===== config.mk =====
export PLATFORM = sky130hd
export DESIGN_NAME = blkmem_selftest
export DESIGN_NICKNAME = d
export VERILOG_FILES = /design/src/rtl/fst_pkg.sv /design/src/rtl/fst_cmp.sv /design/src/rtl/fst_seq.sv /design/src/rtl/fst_store.sv /design/src/rtl/blkmem_selftest.sv
export SDC_FILE = /design/constraint.sdc
export NUM_CORES = 1
export LEC_CHECK = 0
export ABC_AREA = 1
export BUFFER_PORTS_ARGS = -buffer_cell sky130_fd_sc_hd__buf_2
export CAP_MARGIN = 20
export CORE_MARGIN = 3
export CORE_UTILIZATION = 33
export CTS_BUF_LIST = sky130_fd_sc_hd__clkbuf_8
export DETAILED_ROUTE_END_ITERATION = 7
export PLACE_DENSITY = 0.56
export SYNTH_ARGS = -nofsm -noshare
export SYNTH_HDL_FRONTEND = slang
export SYNTH_SLANG_ARGS = --single-unit

===== constraint.sdc =====
create_clock -name clk -period 2.79 [get_ports clk]
set_input_delay 0.4185 -clock clk [delete_from_list [all_inputs] [get_ports clk]]
set_output_delay 0.4185 -clock clk [all_outputs]
set_load 0.01 [all_outputs]

===== src/rtl/fst_pkg.sv =====
package fst_pkg;
  typedef enum logic [2:0] {
    S_IDLE,
    S_WR,
    S_RD_ISS,
    S_RD_CAP,
    S_LOG
  } seq_state_e;
endpackage


===== src/rtl/fst_cmp.sv =====
module fst_cmp #(
  parameter int DATA_W = 16,
  parameter int BLK_W  = 4
) (
  input  logic [DATA_W-1:0]        rdata,
  input  logic                     exp_bit,
  output logic [DATA_W/BLK_W-1:0]  miss
);
  localparam int NBLK = DATA_W / BLK_W;

  // one reduction per block: any bit differing from the background flags the block
  for (genvar g = 0; g < NBLK; g++) begin : g_blk
    assign miss[g] = |(rdata[g*BLK_W +: BLK_W] ^ {BLK_W{exp_bit}});
  end
endmodule


===== src/rtl/fst_seq.sv =====
module fst_seq #(
  parameter int ROW_W  = 4,
  parameter int DATA_W = 16,
  parameter int BLK_W  = 4,
  parameter int BIDX_W = 2
) (
  input  logic              clk,
  input  logic              rst,
  input  logic              start,
  output logic              busy,
  output logic              done,
  output logic              fail,
  output logic              clear,
  output logic [ROW_W-1:0]  mem_addr,
  output logic [DATA_W-1:0] mem_wdata,
  output logic              mem_we,
  input  logic [DATA_W-1:0] mem_rdata,
  output logic              log_req,
  output logic [ROW_W-1:0]  log_row,
  output logic [BIDX_W-1:0] log_blk
);
  import fst_pkg::*;
  localparam int NBLK = DATA_W / BLK_W;

  seq_state_e       st;
  logic             pass;      // 0: ones background, 1: zeros background
  logic             exp_bit;
  logic [NBLK-1:0]  miss;
  logic [NBLK-1:0]  pend;
  logic [NBLK-1:0]  pend_nx;
  logic [BIDX_W-1:0] low_idx;
  logic             last_row;
  logic             adv;

  assign exp_bit  = ~pass;
  assign last_row = (mem_addr == {ROW_W{1'b1}});

  fst_cmp #(.DATA_W(DATA_W), .BLK_W(BLK_W)) u_cmp (
    .rdata   (mem_rdata),
    .exp_bit (exp_bit),
    .miss    (miss)
  );

  // lowest pending block is logged first
  always_comb begin
    low_idx = '0;
    for (int i = NBLK - 1; i >= 0; i--) begin
      if (pend[i]) low_idx = i[BIDX_W-1:0];
    end
    pend_nx = pend;
    pend_nx[low_idx] = 1'b0;
  end

  assign clear   = (st == S_IDLE) && start;
  assign log_req = (st == S_LOG);
  assign log_row = mem_addr;
  assign log_blk = low_idx;
  assign adv     = ((st == S_RD_CAP) && (miss == '0)) ||
                   ((st == S_LOG) && (pend_nx == '0));

  always_ff @(posedge clk) begin
    if (rst) begin
      st        <= S_IDLE;
      pass      <= 1'b0;
      mem_addr  <= '0;
      mem_wdata <= '0;
      mem_we    <= 1'b0;
      busy      <= 1'b0;
      done      <= 1'b0;
      fail      <= 1'b0;
      pend      <= '0;
    end else begin
      case (st)
        S_IDLE: begin
          if (start) begin
            st        <= S_WR;
            pass      <= 1'b0;
            mem_addr  <= '0;
            mem_we    <= 1'b1;
            mem_wdata <= '1;
            busy      <= 1'b1;
            done      <= 1'b0;
            fail      <= 1'b0;
          end
        end
        S_WR: begin
          if (last_row) begin
            mem_we   <= 1'b0;
            mem_addr <= '0;
            st       <= S_RD_ISS;
          end else begin
            mem_addr <= mem_addr + ROW_W'(1);
          end
        end
        S_RD_ISS: st <= S_RD_CAP;
        S_RD_CAP: begin
          if (miss != '0) begin
            fail <= 1'b1;
            pend <= miss;
            st   <= S_LOG;
          end
        end
        S_LOG: pend <= pend_nx;
        default: st <= S_IDLE;
      endcase

      if (adv) begin
        if (!last_row) begin
          mem_addr <= mem_addr + ROW_W'(1);
          st       <= S_RD_ISS;
        end else if (!pass) begin
          pass      <= 1'b1;
          mem_addr  <= '0;
          mem_we    <= 1'b1;
          mem_wdata <= '0;
          st        <= S_WR;
        end else begin
          busy <= 1'b0;
          done <= 1'b1;
          st   <= S_IDLE;
        end
      end
    end
  end
endmodule


===== src/rtl/fst_store.sv =====
module fst_store #(
  parameter int DEPTH  = 8,
  parameter int ROW_W  = 4,
  parameter int BIDX_W = 2,
  parameter int IDX_W  = 3,
  parameter int CNT_W  = 4
) (
  input  logic              clk,
  input  logic              rst,
  input  logic              clear,
  input  logic              log_req,
  input  logic [ROW_W-1:0]  log_row,
  input  logic [BIDX_W-1:0] log_blk,
  output logic [CNT_W-1:0]  count,
  output logic              overflow,
  input  logic [IDX_W-1:0]  rd_idx,
  output logic              rd_vld,
  output logic [ROW_W-1:0]  rd_row,
  output logic [BIDX_W-1:0] rd_blk
);
  logic [ROW_W-1:0]  e_row [DEPTH];
  logic [BIDX_W-1:0] e_blk [DEPTH];
  logic [DEPTH-1:0]  e_vld;
  logic [DEPTH-1:0]  hit;
  logic              full;

  // parallel compare against every slot; background slots are masked by the valid bit
  for (genvar g = 0; g < DEPTH; g++) begin : g_cmp
    assign hit[g] = e_vld[g] && (e_row[g] == log_row) && (e_blk[g] == log_blk);
  end

  assign full = (count == CNT_W'(DEPTH));

  always_ff @(posedge clk) begin
    if (rst || clear) begin
      for (int i = 0; i < DEPTH; i++) begin
        e_row[i] <= '1;
        e_blk[i] <= '1;
      end
      e_vld    <= '0;
      count    <= '0;
      overflow <= 1'b0;
    end else if (log_req && (hit == '0)) begin
      if (full) begin
        overflow <= 1'b1;
      end else begin
        e_row[count[IDX_W-1:0]] <= log_row;
        e_blk[count[IDX_W-1:0]] <= log_blk;
        e_vld[count[IDX_W-1:0]] <= 1'b1;
        count                   <= count + CNT_W'(1);
      end
    end
  end

  always_ff @(posedge clk) begin
    if (rst) begin
      rd_vld <= 1'b0;
      rd_row <= '0;
      rd_blk <= '0;
    end else begin
      rd_vld <= e_vld[rd_idx];
      rd_row <= e_row[rd_idx];
      rd_blk <= e_blk[rd_idx];
    end
  end
endmodule


===== src/rtl/blkmem_selftest.sv =====
module blkmem_selftest #(
  parameter int ROW_W       = 4,
  parameter int DATA_W      = 16,
  parameter int BLK_W       = 4,
  parameter int STORE_DEPTH = 8
) (
  input  logic                                  clk,
  input  logic                                  rst,
  input  logic                                  start,
  output logic                                  busy,
  output logic                                  done,
  output logic                                  fail,
  output logic                                  overflow,
  output logic [$clog2(STORE_DEPTH+1)-1:0]      fault_count,
  output logic [ROW_W-1:0]                      mem_addr,
  output logic [DATA_W-1:0]                     mem_wdata,
  output logic                                  mem_we,
  input  logic [DATA_W-1:0]                     mem_rdata,
  input  logic [(STORE_DEPTH>1 ? $clog2(STORE_DEPTH) : 1)-1:0] rd_idx,
  output logic                                  rd_vld,
  output logic [ROW_W-1:0]                      rd_row,
  output logic [((DATA_W/BLK_W)>1 ? $clog2(DATA_W/BLK_W) : 1)-1:0] rd_blk
);
  localparam int NBLK   = DATA_W / BLK_W;
  localparam int BIDX_W = (NBLK > 1) ? $clog2(NBLK) : 1;
  localparam int IDX_W  = (STORE_DEPTH > 1) ? $clog2(STORE_DEPTH) : 1;
  localparam int CNT_W  = $clog2(STORE_DEPTH + 1);

  logic              clear;
  logic              log_req;
  logic [ROW_W-1:0]  log_row;
  logic [BIDX_W-1:0] log_blk;

  fst_seq #(
    .ROW_W(ROW_W), .DATA_W(DATA_W), .BLK_W(BLK_W), .BIDX_W(BIDX_W)
  ) u_seq (
    .clk       (clk),
    .rst       (rst),
    .start     (start),
    .busy      (busy),
    .done      (done),
    .fail      (fail),
    .clear     (clear),
    .mem_addr  (mem_addr),
    .mem_wdata (mem_wdata),
    .mem_we    (mem_we),
    .mem_rdata (mem_rdata),
    .log_req   (log_req),
    .log_row   (log_row),
    .log_blk   (log_blk)
  );

  fst_store #(
    .DEPTH(STORE_DEPTH), .ROW_W(ROW_W), .BIDX_W(BIDX_W), .IDX_W(IDX_W), .CNT_W(CNT_W)
  ) u_store (
    .clk      (clk),
    .rst      (rst),
    .clear    (clear),
    .log_req  (log_req),
    .log_row  (log_row),
    .log_blk  (log_blk),
    .count    (fault_count),
    .overflow (overflow),
    .rd_idx   (rd_idx),
    .rd_vld   (rd_vld),
    .rd_row   (rd_row),
    .rd_blk   (rd_blk)
  );
endmodule


==> results.md <==
- Status: finished, final reports clean
- Slew Limit Fails: 0
- Initial antenna violation count: 0
- Reg clk slew, reported paths: 0.09 ns
- Largest net degree at the start of global routing: 26
- Post-Route WL: 14.6 mm
- Mapped Cells: between 600 and 700
- WP data arrival: ~2.7 ns
- Pre-CTS WS: between 0.2 and 0.3 ns
- Root Driver: clkbuf_8
- CTS Buf Count: 9
- First-pass GRT wire length: between 20 and 25 mm
- DR WL/cell: 15.2 µm
- RR Startpoint: u_seq.log_row[2]
- WL met1: 6.81 mm
- GRT overflow: 0
- Cell area power density: 647 nW/µm²
- All-layer global routing usage: 16.5%
- Post-synth ARST share: 0%
- IO Pins: 58
- Max Cap Viol: 0
- Reg2reg path depth: 13
- Final nets: 772
- CTS tree: yes
- Final period utilization: between 90 and 100%
- R2R setup slack: 0.21 ns
- Dpl hpwl: 10.9 mm
- Nature of the critical path startpoint: flop
- Routed vias: between 4000 and 5000
- Pre-Repair DR Iteration Count: 6
- Unrepaired setup endpoints after global routing: no
- Initial Util: 34.4%
- Die height: 133 µm
- Post-route ant nets: 0
- Clock tree buffer depth: 2
- Flops & latches, synth: 100
- Post-CTS Setup Inserts: 0
- Syn_nets: roughly 700
- Mapped Area: approximately 5300 µm²
- Area delta synth->final: 13.1%
- Sequential cell area fraction in the yosys report: 46.6%
- WHS Path Cells: 2
- Highest routed layer: met4
- Core Footprint: 15500 µm²
- Kind of critical path: flop to flop
- Clock Latency Late Sink: 0.38 ns
- Post-CTS Resized: 0
- FMAX: between 300 and 400 MHz
- Setup TNS: 0 ns
- Critical Path End Type: flop
- Antenna diodes: 0
- Proportion of layout cells with a drive suffix above 1: 16.0%
- Row cnt: 45
- Mapped Avg Cell Area: around 7.7 µm²
- Drt via density: around 5.0
- Slew @ Worst Pin: 0.517 ns
- DR WL met2: 6.52 mm
- IR Drop Worst-Case VDD: 0.335 mV
- Max transition margin: 65.4%
- Worst hold endpoint: u_store.rd_row[0]
- Distinct cells, synth: 38
- Worst setup margin: between 0.2 and 0.25 ns
- Hold crit path type: input pin to flop
- Setup-failing EPs final: 0
- Final min period: about 2.6 ns
- Fill cell count: 1607
- Met3 wire len: 956 µm
- Post-synth EDFFs: 48
- # clock sinks: 100
- RePlAce Congestion: 0.835
- Clk_skew: 0.0122 ns
- Hold_sp: rd_idx[2]
- Static leakage: 2.51 nW
- Most used DFF post-synth: dfxtp_1
- I/O Buffers: 57
- Worst-path fanout max: 16
- Fin Hold WS: 0.320 ns
- Vias in the first global route: 4237
- Drt initial violations: 318
- CTS H-tree depth: 3
- DIE AREA: 17700 µm²
- Drt drc: 0
- Critical Path RT: around 2.9 ns
- Hold_buf cts: 0
- Final hold vios: 0
- Launch point of the worst path: u_seq.log_row[2]
- Reg2Reg Capture Point: u_store.e_row[4][2]
- Die Width: about 130 µm
- Warnings, synthesis: 0
how the worst max path moves through the flow:
stage / slack, ns / to
final: 0.21 / u_store.e_row[4][2]
after global routing: 0.002 / u_store.e_row[4][2]
after CTS: 0.24 / u_store.e_row[4][1]
after detailed placement: 0.27 / u_store.e_row[4][1]
after global placement: 0.28 / u_store.e_blk[6][1]
after floorplan: 0.65 / u_store.e_blk[7][0]
Yosys cell counts, types with 2 or more instances:
cell	n	share of area (%)
buf_4	4	0.56
nand2_2	7	0.82
nand2_1	150	11
a31oi_1	7	0.82
o21ai_0	55	5.2
nand2_4	3	0.63
a21oi_1	33	3.1
clkbuf_1	15	1.1
a21boi_0	3	0.42
xnor2_1	8	1.3
buf_6	2	0.42
buf_8	2	0.56
inv_1	64	4.5
nor2_2	4	0.47
nor2_1	86	6.1
inv_2	8	0.56
nand4_1	13	1.5
edfxtp_1	48	27
buf_2	7	0.66
ha_1	3	0.71
nor3_1	10	0.94
dfxtp_1	52	20
xor2_1	4	0.66
nor2_4	3	0.63
o211ai_1	11	1.6
nand3_1	67	6.3
o22ai_1	6	0.71
nand3b_1	5	0.71
registers in the layout, indices dropped and copies added, names as in the netlist:
name and count:
u_seq.busy 1, u_seq.done 1, u_seq.fail 1, u_seq.log_row 4, u_seq.mem_wdata 16, u_seq.mem_we 1, u_seq.pass 1, u_seq.pend 4
u_seq.st 3, u_store.count 4, u_store.e_blk 16, u_store.e_row 32, u_store.e_vld 8, u_store.overflow 1, u_store.rd_blk 2, u_store.rd_row 4
u_store.rd_vld 1
power breakdown:
group          internal [mW]  switching, mW
logic                  0.404          0.892
clock network          0.340          0.491
registers               1.68         0.0840
total                   2.43           1.47
per-stage QoR:
stage	std cells	total power, mW	utilization (%)	cell area, µm²
after floorplan	690	2.68	-	5320
after global placement	947	3.10	37.8	5850
after detailed placement	947	3.10	37.8	5850
after CTS	963	3.92	38.9	6020
after global routing	963	4.15	38.9	6020
final	963	3.89	38.9	6020
cell usage in the layout, fill, tap and decap left out, types with 3 or more instances in the layout:
| cell | instances |
|---|---|
| a21boi_0 | 3 |
| a21oi_1 | 33 |
| a31oi_1 | 7 |
| buf_2 | 57 |
| buf_4 | 18 |
| clkbuf_8 | 10 |
| dfxtp_1 | 52 |
| edfxtp_1 | 48 |
| ha_1 | 3 |
| inv_1 | 66 |
| inv_2 | 8 |
| nand2_1 | 150 |
| nand2_2 | 7 |
| nand2_4 | 3 |
| nand3_1 | 67 |
| nand3b_1 | 5 |
| nand4_1 | 13 |
| nor2_1 | 86 |
| nor2_2 | 4 |
| nor2_4 | 3 |
| nor3_1 | 10 |
| o211ai_1 | 11 |
| o21ai_0 | 55 |
| o22ai_1 | 6 |
| xnor2_1 | 8 |
| xor2_1 | 4 |
cells by family (layout without fill, tap and decap cells):
logic type	count (synthesis)	in the layout	synth area share, %
xor gates and xnor gates	12	12	1.97
adders and majority gates	3	3	0.705
and+or+nand+nor	354	354	30.1
buffers and inverters	103	165	8.41
AOI/OAI and AO/OA	118	118	12.2
DFF	100	100	46.6
critical path, cell delays in order (launching register included):
cell and delay, ns:
dfxtp_1 0.44, inv_1 0.36, nand2_1 0.08, o21ai_0 0.08, nor2_1 0.06, nand2_1 0.05, nor2_1 0.04, nand3b_1 0.12
nand2_2 0.08, nor2_4 0.21, nand3_4 0.16, nor2_8 0.24, nand2_1 0.10, nand2_1 0.24
cell type report:
class | instances | area [µm²] | area share (%)
inverter | 73 | 274 | 4.55
multi-input combinational | 487 | 2390 | 39.7
clock inverter | 6 | 31.3 | 0.519
sequential | 100 | 2480 | 41.2
tap | 211 | 264 | 4.38
clock buffer | 10 | 138 | 2.29
timing repair buffer | 76 | 440 | 7.31
per-layer routing:
| layer | up-vias | GRT usage [%] |
|---|---|---|
| met5 | - | 0 |
| met4 | 0 | 5.66 |
| met3 | 22 | 3.27 |
| met2 | 157 | 25.6 |
| met1 | 2193 | 23.1 |
| li1 | 2412 | - |
No activity file was read; power rests on OpenSTA's default activity.
